$ cat src/rtl/pp_seq_pkg.sv
package pp_seq_pkg;

  typedef enum logic [1:0] {
    GRP_IDLE = 2'd0,
    GRP_A    = 2'd1,
    GRP_B    = 2'd2
  } grp_e;

  // Which drive group a ring position belongs to
  function automatic grp_e grp_of(input int idx, input int a_lo, input int a_hi,
                                  input int b_lo, input int b_hi);
    if (idx >= a_lo && idx <= a_hi) return GRP_A;
    if (idx >= b_lo && idx <= b_hi) return GRP_B;
    return GRP_IDLE;
  endfunction

endpackage

$ cat src/rtl/pp_ring.sv
module pp_ring #(
  parameter int N = 10
) (
  input  logic         clk,
  input  logic         rst,
  input  logic         en,
  output logic [N-1:0] st_q,
  output logic [N-1:0] st_nxt,
  output logic         step,
  output logic         wrap_evt
);
  localparam logic [N-1:0] IDLE_HOT = {{(N-1){1'b0}}, 1'b1};

  logic legal;

  // exactly one bit set
  function automatic logic one_hot(input logic [N-1:0] v);
    return (v != '0) && ((v & (v - IDLE_HOT)) == '0);
  endfunction

  always_comb begin
    legal    = one_hot(st_q);
    step     = en && legal;
    wrap_evt = step && st_q[N-1];
    if (!legal)  st_nxt = IDLE_HOT;
    else if (en) st_nxt = {st_q[N-2:0], st_q[N-1]};
    else         st_nxt = st_q;
  end

  always_ff @(posedge clk) begin
    if (rst) st_q <= IDLE_HOT;
    else     st_q <= st_nxt;
  end
endmodule

$ cat src/rtl/pp_phase_dec.sv
module pp_phase_dec
  import pp_seq_pkg::*;
#(
  parameter int N    = 10,
  parameter int A_LO = 1,
  parameter int A_HI = 4,
  parameter int B_LO = 6,
  parameter int B_HI = 9
) (
  input  logic         clk,
  input  logic         rst,
  input  logic         en,
  input  logic [N-1:0] st_nxt,
  input  logic         wrap_evt,
  output logic         hit_a,
  output logic         hit_b,
  output logic         drv_a,
  output logic         drv_b,
  output logic         cyc_strobe
);
  logic [N-1:0] sel_a;
  logic [N-1:0] sel_b;

  for (genvar i = 0; i < N; i++) begin : g_pos
    localparam grp_e G = grp_of(i, A_LO, A_HI, B_LO, B_HI);
    assign sel_a[i] = st_nxt[i] && (G == GRP_A);
    assign sel_b[i] = st_nxt[i] && (G == GRP_B);
  end

  assign hit_a = |sel_a;
  assign hit_b = |sel_b;

  always_ff @(posedge clk) begin
    if (rst) begin
      drv_a      <= 1'b0;
      drv_b      <= 1'b0;
      cyc_strobe <= 1'b0;
    end else begin
      drv_a      <= en && hit_a;
      drv_b      <= en && hit_b;
      cyc_strobe <= wrap_evt;
    end
  end
endmodule

$ cat src/rtl/pp_drive_seq.sv
module pp_drive_seq #(
  parameter int N    = 10,
  parameter int A_LO = 1,
  parameter int A_HI = 4,
  parameter int B_LO = 6,
  parameter int B_HI = 9
) (
  input  logic clk,
  input  logic rst,
  input  logic en,
  output logic drv_a,
  output logic drv_b,
  output logic cyc_strobe
);
  logic [N-1:0] st_q;
  logic [N-1:0] st_nxt;
  logic         step;
  logic         wrap_evt;
  logic         hit_a;
  logic         hit_b;

  pp_ring #(.N(N)) u_ring (
    .clk      (clk),
    .rst      (rst),
    .en       (en),
    .st_q     (st_q),
    .st_nxt   (st_nxt),
    .step     (step),
    .wrap_evt (wrap_evt)
  );

  pp_phase_dec #(
    .N(N), .A_LO(A_LO), .A_HI(A_HI), .B_LO(B_LO), .B_HI(B_HI)
  ) u_dec (
    .clk        (clk),
    .rst        (rst),
    .en         (en),
    .st_nxt     (st_nxt),
    .wrap_evt   (wrap_evt),
    .hit_a      (hit_a),
    .hit_b      (hit_b),
    .drv_a      (drv_a),
    .drv_b      (drv_b),
    .cyc_strobe (cyc_strobe)
  );
endmodule

$ cat config.mk
export PLATFORM = sky130hd
export DESIGN_NAME = pp_drive_seq
export DESIGN_NICKNAME = d
export VERILOG_FILES = /design/src/rtl/pp_seq_pkg.sv /design/src/rtl/pp_ring.sv /design/src/rtl/pp_phase_dec.sv /design/src/rtl/pp_drive_seq.sv
export SDC_FILE = /design/constraint.sdc
export NUM_CORES = 1
export LEC_CHECK = 0
export BUFFER_PORTS_ARGS = -buffer_cell sky130_fd_sc_hd__buf_2
export CELL_PAD_IN_SITES_DETAIL_PLACEMENT = 0
export CELL_PAD_IN_SITES_GLOBAL_PLACEMENT = 1
export CORE_MARGIN = 2
export CORE_UTILIZATION = 35
export CTS_CLUSTER_SIZE = 40
export DETAILED_ROUTE_END_ITERATION = 6
export PLACE_DENSITY = 0.72
export SETUP_SLACK_MARGIN = 0.15
export SLEW_MARGIN = 20
export SYNTH_ARGS = -nofsm -noshare
export SYNTH_HDL_FRONTEND = slang
export SYNTH_SLANG_ARGS = --single-unit
$ cat constraint.sdc
create_clock -name clk -period 2 [get_ports clk]
set_input_delay 0.4 -clock clk [delete_from_list [all_inputs] [get_ports clk]]
set_output_delay 0.4 -clock clk [all_outputs]
set_load 0.01 [all_outputs]
==> results.yml <==
placed_design:
  dpl_worst_slack_ns: 0.00552
  hpwl_um: 877
  dp_cells: 89
  place_congestion: 0.695
  portBuffers: 5
synthesis:
  ys_seq_area_share_pct: 43.3
  synth-edff-count: 0
  synth_ff_type: "dfxtp_1"
  synth_cell_type_count: 21
  syn-cell-area_um2: 601
  syn-instance-count: 64
  synth-seq-cells: 13
  ys_warn_count: 0
  yosysMostFrequentCell: "nor4_1"
  synth_area_leaders: "dfxtp_1, nor4_1, mux2i_1"
  async_flop_share_pct: 0
  synth_top_area_share_pct: 43.3
  synth_common_cells: "nor4_1, dfxtp_1, mux2i_1"
  synth_top_area_cell: "dfxtp_1"
  syn-mean-instance-area_um2: 9.38
  syn-num-nets: 67
cts:
  cts_tree: "done"
  clk_latency_ns: 0.28
  clockBufferDepth: 2
  cts_root_buf: "clkbuf_4"
  cts_buffers: 3
  htreeDepth: 1
  clock_sinks: 13
  path_clk_slew_ns: 0.08
timing:
  rsz0062_at_grt: "yes"
  worst_pin_slew_ns: 0.815
  fin_ws_ns: 0.121
  timing.final.hold_violations: 0
  setup_viol: 0
  slew_headroom_pct: 45.5
  fin_skew_ns: 0.00536
  period_minus_slack_ns: 1.88
  fmax_mhz: 532
  period_share_pct: 93.9
  slew_viol_final: 0
  fin_setup_tns_ns: 0
final_layout:
  layout-drive-gt1-share_pct: 35.9
  final_util_pct: 49.2
  diodes: 0
  areaGrowthSynthToFinish_pct: 27.7
  layout.nets: 82
  fin_cells: 94
critical_path:
  crit_arrival_ns: 2.04
  cp.required_ns: 2.16
  reg2reg_slack_ns: 0.12
  reg2reg_from: "u_ring.st_q[0]"
  path_class: "reg2reg"
  cp-startpoint: "u_ring.st_q[0]"
  cp-start-kind: "flip-flop"
  ff2ff_path_depth: 5
  endpoint_kind: "flip-flop"
  critPathMaxFanout: 3
  reg2reg_to: "u_ring.st_q[0]"
route:
  vias_per_cell: 5.64
  first_pass_iters: 2
  routed_wl_um: 1340
  antenna_left: 0
  drc: 0
  vias: 530
  drtIter0Drc: 4
  wl_per_cell_um: 14.3
grt:
  antenna_found_initial: 0
  grt_pass1_wl_um: 2210
  grt_util_met2_pct: 25.1
  grt_max_degree: 14
  grt_use_met1_pct: 17.4
  grt_pass1_vias: 528
  grt.overflow.total: 0
  grtUsageMet3_pct: 5.95
  top_usage_layer: "met2"
  grtUsageTotal_pct: 15.3
die:
  die_area_um2: 2060
  die_y_um: 45.4
  ioPinCount: 6
  core-area_um2: 1560
  die_x_um: 45.4
  start_util_pct: 38.5
  num_rows: 14
power:
  powerDensity_nw_per_um2: 759
  ir_drop_mv: 0.469
  p_leak_nw: 0.300
min_path:
  hold_start: "rst"
  hold_path_depth: 4
  hp-class: "in2reg"
  holdPathEnd: "u_ring.st_q[7]"
outcome:
  outcome: "complete, no violations"
flow_run:
  drv_cap: 0
## cell type report
type	instances	area [um^2]
Clock buffer	3	22.5
Fill cell	145	792
Timing Repair Buffer	14	92.6
Tap cell	16	20.0
Inverter	2	7.51
Clock inverter	1	5.00
Multi-Input combinational cell	45	358
Sequential cell	13	262
## critical path: stages, from the launching register on
cell	delay (ns)
dfxtp_1	0.32
or4_4	0.57
nor4_4	0.19
nor3_2	0.08
buf_4	0.16
or4_1	0.45
## metal layers
layer	wire length, um	vias to the layer above	share of wire (%)
met1	656	240	49
li1	-	276	-
met2	612	10	46
met5	0	-	0
met4	25	0	1.9
met3	44	4	3.3
## state kept, by name (all words and copies together) (netlist names)
signal / count
u_dec.drv_a: 1
u_ring.st_q: 10
u_dec.drv_b: 1
u_dec.cyc_strobe: 1
## power by group
part / switching, mW / internal, mW / total [mW]
sequential: 0.00522 / 0.271 / 0.277
clock: 0.0903 / 0.0742 / 0.165
combinational: 0.0794 / 0.0618 / 0.141
## how the worst max path moves through the flow
stage                      to  slack (ns)  depth (start not counted)
5_1_grt        u_ring.st_q[0]        0.05                          5
4_1_cts        u_ring.st_q[0]        0.06                          5
6_report       u_ring.st_q[0]        0.12                          5
3_5_place_dp   u_ring.st_q[0]       0.006                          5
2_1_floorplan  u_ring.st_q[0]        0.15                          4
3_3_place_gp   u_ring.st_q[0]        0.03                          5
## kinds of logic (layout without fill, tap and decap cells)
logic type / Yosys count / count (layout) / synth area share [%]
flip-flops: 13 / 13 / 43.3
AO/OA/AOI/OAI: 8 / 8 / 8.33
multiplexers: 9 / 9 / 15.6
buffers and inverters: 6 / 20 / 3.96
AND/OR/NAND/NOR: 27 / 27 / 27.3
XOR/XNOR: 1 / 1 / 1.46
## through the flow
step	instance area [um^2]	hold slack, ns	power, mW
after floorplan	601	0.478	0.362
after global placement	689	0.520	0.405
after detailed placement	689	0.522	0.405
after CTS	746	0.391	0.576
after global routing	767	0.402	0.614
final	767	0.393	0.582
## cells in the final DEF (no fill, tap or decap), drive strengths merged, types with 2 or more instances in the layout
cell type  synthesis  routed
nor4              15      15
nor3               2       2
mux2i              6       6
clkbuf             3       3
dfxtp             13      13
o21ai              3       3
buf                1      14
mux2               3       3
inv                2       2
or4                2       2
a211oi             2       2
nand2              5       5
## timing repair
item	4_1_cts	5_1_grt
hold buffers	0	0
resized for setup	4	4
pin swaps	4	3
setup buffers	1	0
setup endpoints to repair	1	11
Note: power is estimated with default switching activity, not from simulation.
